==> src/rtl/chien_pkg.sv <==
package chien_pkg;
  localparam int unsigned M    = 5;              // field degree
  localparam int unsigned N    = (1 << M) - 1;   // code length
  localparam int unsigned T    = 3;              // correctable errors
  localparam int unsigned CW   = $clog2(N + 1);  // root count / step width
  localparam logic [M-1:0] RED = 5'b00101;       // x^5 = x^2 + 1

  typedef logic [M-1:0] gf_t;

  function automatic gf_t mul_alpha(gf_t v);
    return {v[M-2:0], 1'b0} ^ (v[M-1] ? RED : '0);
  endfunction

  function automatic gf_t mul_alpha_pow(gf_t v, int unsigned k);
    gf_t r = v;
    for (int unsigned n = 0; n < k; n++) r = mul_alpha(r);
    return r;
  endfunction
endpackage

==> src/rtl/chien_term.sv <==
module chien_term
  import chien_pkg::*;
#(
  parameter int unsigned K = 1
) (
  input  logic clk_i,
  input  logic rst_ni,
  input  logic load_i,
  input  logic step_i,
  input  gf_t  coef_i,
  output gf_t  term_o
);
  gf_t term_q;

  // first evaluation point is alpha^1, so preload coef*alpha^K
  always_ff @(posedge clk_i or negedge rst_ni) begin
    if (!rst_ni)      term_q <= '0;
    else if (load_i)  term_q <= mul_alpha_pow(coef_i, K);
    else if (step_i)  term_q <= mul_alpha_pow(term_q, K);
  end

  assign term_o = term_q;
endmodule

==> src/rtl/chien_ctrl.sv <==
module chien_ctrl
  import chien_pkg::*;
(
  input  logic          clk_i,
  input  logic          rst_ni,
  input  logic          load_i,
  output logic          busy_o,
  output logic          last_o,
  output logic [CW-1:0] step_o
);
  logic          busy_q;
  logic [CW-1:0] step_q;

  always_ff @(posedge clk_i or negedge rst_ni) begin
    if (!rst_ni) begin
      busy_q <= 1'b0;
      step_q <= '0;
    end else if (load_i) begin
      busy_q <= 1'b1;
      step_q <= CW'(1);
    end else if (busy_q) begin
      if (step_q == CW'(N)) busy_q <= 1'b0;
      step_q <= step_q + CW'(1);
    end
  end

  assign busy_o = busy_q;
  assign last_o = busy_q && (step_q == CW'(N));
  assign step_o = step_q;
endmodule

==> src/rtl/chien_corrector.sv <==
module chien_corrector
  import chien_pkg::*;
(
  input  logic               clk_i,
  input  logic               rst_ni,
  input  logic               load_i,
  input  logic [(T+1)*M-1:0] lam_i,
  input  logic [N-1:0]       rx_i,
  output logic               done_o,
  output logic [N-1:0]       data_o,
  output logic [CW-1:0]      root_cnt_o,
  output logic               uncorr_o
);
  logic          busy, last;
  logic [CW-1:0] step;
  gf_t           lam0_q;
  gf_t           term [1:T];
  logic [N-1:0]  rx_q, corr_q, corr_nxt;
  logic [CW-1:0] cnt_q, cnt_nxt, deg_q, deg_in;
  logic [CW-1:0] pos;
  gf_t           sum;
  logic          hit;

  chien_ctrl u_ctrl (
    .clk_i, .rst_ni, .load_i,
    .busy_o(busy), .last_o(last), .step_o(step)
  );

  for (genvar i = 1; i <= T; i++) begin : g_term
    chien_term #(.K(i)) u_term (
      .clk_i, .rst_ni, .load_i,
      .step_i(busy),
      .coef_i(lam_i[i*M +: M]),
      .term_o(term[i])
    );
  end

  always_comb begin
    sum = lam0_q;
    for (int i = 1; i <= T; i++) sum ^= term[i];
  end

  always_comb begin
    deg_in = '0;
    for (int i = 1; i <= T; i++)
      if (lam_i[i*M +: M] != '0) deg_in = CW'(i);
  end

  // root alpha^j marks error position (N - j) mod N
  assign pos      = (step == CW'(N)) ? '0 : CW'(N) - step;
  assign hit      = busy && (sum == '0);
  assign corr_nxt = corr_q ^ (hit ? (N'(1) << pos) : '0);
  assign cnt_nxt  = cnt_q + CW'(hit);

  always_ff @(posedge clk_i or negedge rst_ni) begin
    if (!rst_ni) begin
      lam0_q <= '0;
      rx_q   <= '0;
      corr_q <= '0;
      cnt_q  <= '0;
      deg_q  <= '0;
    end else if (load_i) begin
      lam0_q <= lam_i[M-1:0];
      rx_q   <= rx_i;
      corr_q <= rx_i;
      cnt_q  <= '0;
      deg_q  <= deg_in;
    end else if (busy) begin
      corr_q <= corr_nxt;
      cnt_q  <= cnt_nxt;
    end
  end

  always_ff @(posedge clk_i or negedge rst_ni) begin
    if (!rst_ni) begin
      done_o     <= 1'b0;
      data_o     <= '0;
      root_cnt_o <= '0;
      uncorr_o   <= 1'b0;
    end else begin
      done_o <= last && !load_i;
      if (last && !load_i) begin
        root_cnt_o <= cnt_nxt;
        uncorr_o   <= (cnt_nxt != deg_q);
        data_o     <= (cnt_nxt != deg_q) ? rx_q : corr_nxt;
      end
    end
  end
endmodule

==> config.mk <==
export PLATFORM = sky130hd
export DESIGN_NAME = chien_corrector
export DESIGN_NICKNAME = d
export VERILOG_FILES = /design/src/rtl/chien_pkg.sv /design/src/rtl/chien_term.sv /design/src/rtl/chien_ctrl.sv /design/src/rtl/chien_corrector.sv
export SDC_FILE = /design/constraint.sdc
export NUM_CORES = 1
export LEC_CHECK = 0
export ABC_AREA = 1
export BUFFER_PORTS_ARGS = -buffer_cell sky130_fd_sc_hd__buf_2
export CELL_PAD_IN_SITES_DETAIL_PLACEMENT = 0
export CELL_PAD_IN_SITES_GLOBAL_PLACEMENT = 1
export CORE_MARGIN = 5
export CORE_UTILIZATION = 40
export DETAILED_ROUTE_END_ITERATION = 7
export PLACE_DENSITY_LB_ADDON = 0.1
export SLEW_MARGIN = 25
export SYNTH_ARGS = -nofsm -noshare
export SYNTH_HDL_FRONTEND = slang
export SYNTH_SLANG_ARGS = --single-unit
==> constraint.sdc <==
create_clock -name clk_i -period 4.2 [get_ports clk_i]
set_input_delay 0.21 -clock clk_i [delete_from_list [all_inputs] [get_ports clk_i]]
set_output_delay 0.21 -clock clk_i [all_outputs]
set_load 0.005 [all_outputs]
Yosys cells after proc, flatten, opt, wreduce, memory -nomap -nowiden
Cells that the tools add are included.

storage, ports and cells
  bits in registers = 136
  bits of input ports = 54
  output and inout bits = 38
  logic and storage cells = 78

cells by class
  add/sub/neg operators = 3
  equal/unequal tests = 2
  shift-type cells = 1
  multiplexer cells = 33
  bitwise gates (word level) = 16
  reductions and logical operators = 9

operator list
  operator              number
  $mux 31               4
  $xor 5x5->5           15
  $mux 5                13
  $mux 3                12
  $shl 1x5->31 const A  1
  $xor 31x31->31        1
  $reduce_bool 5->1     3
  $add 5x1->5           1
  $add 5x1->5 const B   1
  $eq 5x5->1 const B    1
  $logic_not 5->1       1
  $ne 5x5->1            1
  $sub 5x5->5 const A   1
  $mux 1                4
  $logic_and 1x1->1     3
  $reduce_bool 2->1     1
  $logic_not 1->1       1

Longest topological paths before layout
  word-level depth = 9
  gate-level depth with buffers = 18
  mapped depth without buffers = 17

Modules after synthesis
Synthesis repeated with hierarchy kept, for this count alone.

unflattened totals
  cell total of the unflattened synthesis = 966
  area, all modules = 7,075.5 um2

modules (own cells, without submodules)
  module                         instances  cells each  area an instance (um2)  seq. area each (um2)
  chien_corrector                1          807         5,933.2                 2,802.7
  chien_term (g_term[3].u_term)  1          46          306.5                   125.1
  chien_term (g_term[2].u_term)  1          44          287.8                   125.1
  chien_ctrl                     1          35          286.5                   150.1
  chien_term (g_term[1].u_term)  1          34          261.5                   125.1

Least setup slack after synthesis
OpenSTA, ideal clock, no wires.

  path type = register -> register
  start point = reg g_term[3].u_term.term_q[2]
  end point = reg data_o[0]
  setup time = 0.117 ns
  arrival time = 2.331 ns
  required time = 4.083 ns
  slack = 1.752 ns
  stages on the path, launching flop included = 18
  path buffers = 1
  clock period less this slack = 2.448 ns
  cells stage by stage = dfrtp_1 > nor2_2 > inv_1 > nand2_1 > nand2_1 > nand2_1 > nand2_2 > nor4_1 > ha_1 > ha_1 > nand3_1 > xor2_1 > nor2_1 > nand3b_1 > clkbuf_1 > a21oi_1 > nand2_1 > nand2_1

between the ends
  longest elaborated chain between the ends = 6
  elaborated cells between the ends (all ways) = 8
  classes of those cells = add/sub (1); eq/ne (1); mux (2); bitwise (2); reduce/logical (2)

ends and longest elaborated chain
  item                                          line                                          RTL
  from (decl)                                   chien_term.sv:13                              gf_t term_q;
  from (signal assigned)                        chien_term.sv:18                              else if (load_i) term_q <= mul_alpha_pow(coef_i, K);
  from (signal assigned)                        chien_term.sv:19                              else if (step_i) term_q <= mul_alpha_pow(term_q, K);
  $xor 5x5->5 *                                 chien_corrector.sv:40                         for (int i = 1; i <= T; i++) sum ^= term[i];
  $logic_not 5->1 *                             chien_corrector.sv:51                         assign hit = busy && (sum == '0);
  $logic_and 1x1->1 *                           chien_corrector.sv:51
  $add 5x1->5 or $mux 31 (tied branches)        chien_corrector.sv:53, chien_corrector.sv:52
  $ne 5x5->1 or $xor 31x31->31 (tied branches)  chien_corrector.sv:85, chien_corrector.sv:52
  $mux 31 *                                     chien_corrector.sv:85                         data_o <= (cnt_nxt != deg_q) ? rx_q : corr_nxt;
  to (signal assigned)                          chien_corrector.sv:85
  to (decl)                                     chien_corrector.sv:10                         output logic [N-1:0] data_o,

Mark *: on every way between the ends. The rest lies on a longest branch, timed or not.
A chain may end at the register's enable or synchronous reset.

Worst setup path after layout
  start point = reg g_term[2].u_term.term_q[0]
  end point = reg data_o[10]

between the ends
  longest elaborated chain between the ends = 7
  elaborated cells between the ends (all ways) = 9
  classes of those cells = add/sub (1); eq/ne (1); mux (2); bitwise (3); reduce/logical (2)

ends and longest elaborated chain
  item                                          line
  from (decl)                                   chien_term.sv:13
  from (signal assigned)                        chien_term.sv:18
  from (signal assigned)                        chien_term.sv:19
  $xor 5x5->5 * (2 in a row)                    chien_corrector.sv:40
  $logic_not 5->1 *                             chien_corrector.sv:51
  $logic_and 1x1->1 *                           chien_corrector.sv:51
  $add 5x1->5 or $mux 31 (tied branches)        chien_corrector.sv:53, chien_corrector.sv:52
  $ne 5x5->1 or $xor 31x31->31 (tied branches)  chien_corrector.sv:85, chien_corrector.sv:52
  $mux 31 *                                     chien_corrector.sv:85

Marked as above.

==> run summary <==
Among cell families on the critical path, the largest total delay comes from simple AND/OR/NAND/NOR gates. The global-route congestion overflow total is 0. For this design the total switching power over the nets is 0.0009703 W.

The die is 142.2 um wide. The fraction of layout cells with a size suffix above 1 works out to 14.65%. The clock root buffer was sky130_fd_sc_hd__clkbuf_16.

The largest net degree at the start of global routing came out at 104. The routed length per instance was 14.22 um. The tools report the area of the core as 0.01724 sq mm.

In the synthesized netlist the async set-or-reset flop fraction comes to 100.0%. Setup total negative slack on the finished layout was measured at 0 ps. For the number of global-route vias before repair, the log shows 5751. Once the floorplan was initialized, standard cells occupied 40.53% of the core. The total power density per cell area was 433.8 mW/mm^2; the die footprint was 0.02021 sq mm.

Global-route usage over all layers: 18.12%. Port buffering added 91 buffers. The share of total power dissipated in combinational logic is 14.6%. Across the routed clock network, the largest skew measured is 7.827 ps. Along the worst path, the maximum fanout reaches 32. The run gives 2 as the maximum root-to-sink buffer count.

The flow ran to the end, and the final reports show no timing, DRC or antenna violations. Total power for the finished layout comes to 0.003567 W. In the synthesized netlist, the cells that appear most often are sky130_fd_sc_hd__nand2_1, sky130_fd_sc_hd__dfrtp_1, sky130_fd_sc_hd__inv_1. Averaged over all synthesized cells, the footprint is 7.552 sq um. Clock sink total: 133.

The post-route fraction of the period consumed by the critical path is 71.76%. The run gives 1067 as the number of nets in the finished design. The most area-hungry cell type in the Yosys netlist is sky130_fd_sc_hd__dfrtp_1. In this run the count of I/O pins placed on the die edge is 92.

The H-tree depth came out at 4. Compared with the post-synthesis result, the final layout area differs by 17.71%. The number of cells upsized or downsized after cts was 0; the number of distinct library cells after synthesis was 32. After layout, the worst setup slack is 1186 ps. Timing analysis after detailed placement gives a worst setup slack of 1140 ps. Sequential elements use 47.64% of the synthesized area. The start-to-end type of the worst setup path is flip-flop to flip-flop. The first-pass iteration count of the detailed router is 4, and the initial antenna violation count is 0. Based on the critical path, the design can be clocked at up to 331.8 MHz. Critical-path cell with the highest stage delay: sky130_fd_sc_hd__inv_2.

The number of antenna repair diodes is 0. The clock period could shrink to 3014 ps. The run gives 0 as the count of final hold-check violations. After synthesis the cells add up to 0.006985 sq mm. The residual antenna-violating net count after detailed routing is 0. Clock-pin slew was measured on the worst setup and hold paths at 60 ps. The synthesized netlist net count was 987; the stage delay of the slowest cell on the critical path was 500 ps. Primary flip-flop cell chosen by synthesis mapping: sky130_fd_sc_hd__dfrtp_1.

After synthesis, the cell types taking the most area are sky130_fd_sc_hd__dfrtp_1, sky130_fd_sc_hd__nand2_1, sky130_fd_sc_hd__nand3_1, sky130_fd_sc_hd__inv_1, sky130_fd_sc_hd__o21ai_0. Most common cell in the synthesized netlist: sky130_fd_sc_hd__nand2_1. Synthesized flop and latch total: 133. The count of maximum capacitance violations came out at 0. The first global-routing pass estimated 29280 um of wire. The number of buffers and inverters on the critical path is 2. In this run, CTS created clock tree buffers numbering 17. Setup violations remaining at the end of the flow were counted as 0. TritonCTS built the clock tree. The critical path endpoint category is a flip-flop. In this run the post-CTS setup repair buffer count came out at 0.

For the share of total power in the clock network, the log shows 45.4%. The logs give 0 for the number of pins with negative max-slew slack in the final report and 5964 for the number of vias in the routed layout. The die boundary height is 142.2 um. Post-DP HPWL: 11970 um. The signal on the critical path passes through inv_1 -> nand2_1 -> nand2_1 -> nand3_1 -> nand2_1 -> nand2_2 -> nor4_1 -> ha_1 -> ha_1 -> nand3_1 -> xor2_1 -> nor2_1 -> nand3b_1 -> inv_2 -> nand3_1 -> nand2_1 -> nand2_1. The tools report the leakage component of the power as 4.373 nW. At the end of routability-driven placement, the weighted congestion stood at 0.8063.

Worst-case vdd ir drop: 0.0002979 V. For the total number of yosys warnings, the log shows 0. Number of flops mapped to enable cells by yosys: 0. For the worst setup path, the data arrival time is 3320 ps. The average vias per placed instance was 4.802; the worst path required time was 4510 ps.

STA classifies the critical path startpoint as a flip-flop. For the pin with the worst max-slew slack, the measured transition is 888.7 ps. In this run, flip-flops and latches consume 40.0% of the power. The most common cell type on the critical path was sky130_fd_sc_hd__nand2_1.

The type of the most critical hold path was input port to flip-flop. Summed over its instances, the top area cell type makes up 47.64% of the synthesized netlist area. The tools report the aggregate routed wire length as 17660 um. The DRC violation count after routing was 0.

In this run the core area contains 48 standard-cell rows. Measured against its own limit, the worst slew margin works out to 40.61%. The run gives 420 ps as the source-to-sink clock delay at the later pin of the worst-skew pair.

The violation count after the first detailed-routing iteration was 271. Gate count after technology mapping: 925. Setup repair after global routing left no endpoint under its margin.

The switching power share of the total was 27.20%. The internal power component came out at 0.002597 W.
[flip-flops by register name (all words and copies together) (netlist names)]
name / count
u_ctrl.busy_o: 1
lam0_q: 5
root_cnt_o: 5
corr_q: 31
done_o: 1
rx_q: 31
deg_q: 2
data_o: 31
cnt_q: 5
uncorr_o: 1
g_term.u_term.term_o: 15
u_ctrl.step_o: 5
[power by group through the flow]
| stage | Clock [W] | Combinational, W | Sequential (W) |
|---|---|---|---|
| 2_1_floorplan | 0 | 0.000415 | 0.00143 |
| 5_1_grt | 0.00170 | 0.000607 | 0.00144 |
| 4_1_cts | 0.00165 | 0.000531 | 0.00143 |
| 3_5_place_dp | 0 | 0.000525 | 0.00145 |
| 6_report | 0.00162 | 0.000522 | 0.00143 |
| 3_3_place_gp | 0 | 0.000522 | 0.00145 |
[path summary, 6_finish.rpt]
check                                           startpoint         end  slack [ps]  cells after the start
worst max register to register  g_term[2].u_term.term_o[0]  data_o[10]        1190                     17
max in group asynchronous                           rst_ni      done_o        2820                      3
worst max-delay path            g_term[2].u_term.term_o[0]  data_o[10]        1190                     17
worst min register to register                  data_o[13]  data_o[13]         470                      2
worst min-delay path                              rx_i[26]  corr_q[26]          10                      3
min in group asynchronous                           rst_ni    rx_q[25]         440                      2
[cells by family (layout without fill, tap and decap cells)]
| group | after synthesis | after routing | synth area share [%] |
|---|---|---|---|
| compound gates | 109 | 109 | 8.651 |
| buf+inv | 153 | 245 | 9.798 |
| simple gates | 513 | 513 | 31.35 |
| fa+ha+maj | 8 | 8 | 1.433 |
| flops | 133 | 133 | 47.64 |
| xor+xnor | 9 | 9 | 1.128 |
[worst reg2reg max path, delay by kind of cell (launching register included)]
family,cells,cell delay (ps)
XOR/XNOR,1,170
flip-flops,1,400
AND/OR/NAND/NOR,12,1290
adder cells (fa/ha/maj),2,410
buffers and inverters,2,630
[placed cells by master, fill, tap and decap left out, types with 4 or more instances in the layout]
master,count
sky130_fd_sc_hd__bufinv_16,4
sky130_fd_sc_hd__buf_2,90
sky130_fd_sc_hd__nand4_1,32
sky130_fd_sc_hd__clkbuf_8,6
sky130_fd_sc_hd__inv_1,101
sky130_fd_sc_hd__nand3_1,78
sky130_fd_sc_hd__buf_4,9
sky130_fd_sc_hd__nand2_1,333
sky130_fd_sc_hd__dlygate4sd3_1,6
sky130_fd_sc_hd__nor3_1,5
sky130_fd_sc_hd__dfrtp_1,133
sky130_fd_sc_hd__xor2_1,6
sky130_fd_sc_hd__clkbuf_16,17
sky130_fd_sc_hd__inv_2,7
sky130_fd_sc_hd__ha_1,8
sky130_fd_sc_hd__o221ai_1,10
sky130_fd_sc_hd__nor2_1,49
sky130_fd_sc_hd__o21ai_0,54
sky130_fd_sc_hd__a21oi_1,39
[layer usage]
| metal | wire (um) | GRT usage [%] |
|---|---|---|
| met1 | 8797 | 25.35 |
| met2 | 8030 | 28.62 |
| met3 | 595 | 3.528 |
| met4 | 236 | 5.455 |
| met5 | 0 | 0 |
[timing repair]
item / CTS / global route
hold endpoints to repair: 107 / 0
hold buffers: 6 / 0
setup endpoints to repair: 0 / 0
[area by class of cell]
| class | count | area (sq um) |
|---|---|---|
| Sequential cell | 133 | 3328 |
| Inverter | 108 | 405.4 |
| Clock buffer | 23 | 498.0 |
| Timing Repair Buffer | 106 | 591.8 |
| Tap cell | 225 | 281.5 |
| Clock inverter | 8 | 145.1 |
| Multi-Input combinational cell | 639 | 2973 |
| Fill cell | 1777 | 9014 |
[through the flow]
step,hold WS [ps],cells,cell area (sq um),util [%]
detailed placement,417.9,1205,7517,43.61
finish,13.21,1242,8223,47.71
global route,18.07,1242,8223,47.71
floorplan,-85.59,925,6985,-
global placement,414.7,1205,7517,43.61
CTS,0.9427,1242,8220,47.69
(Power assumes the default switching activity.)
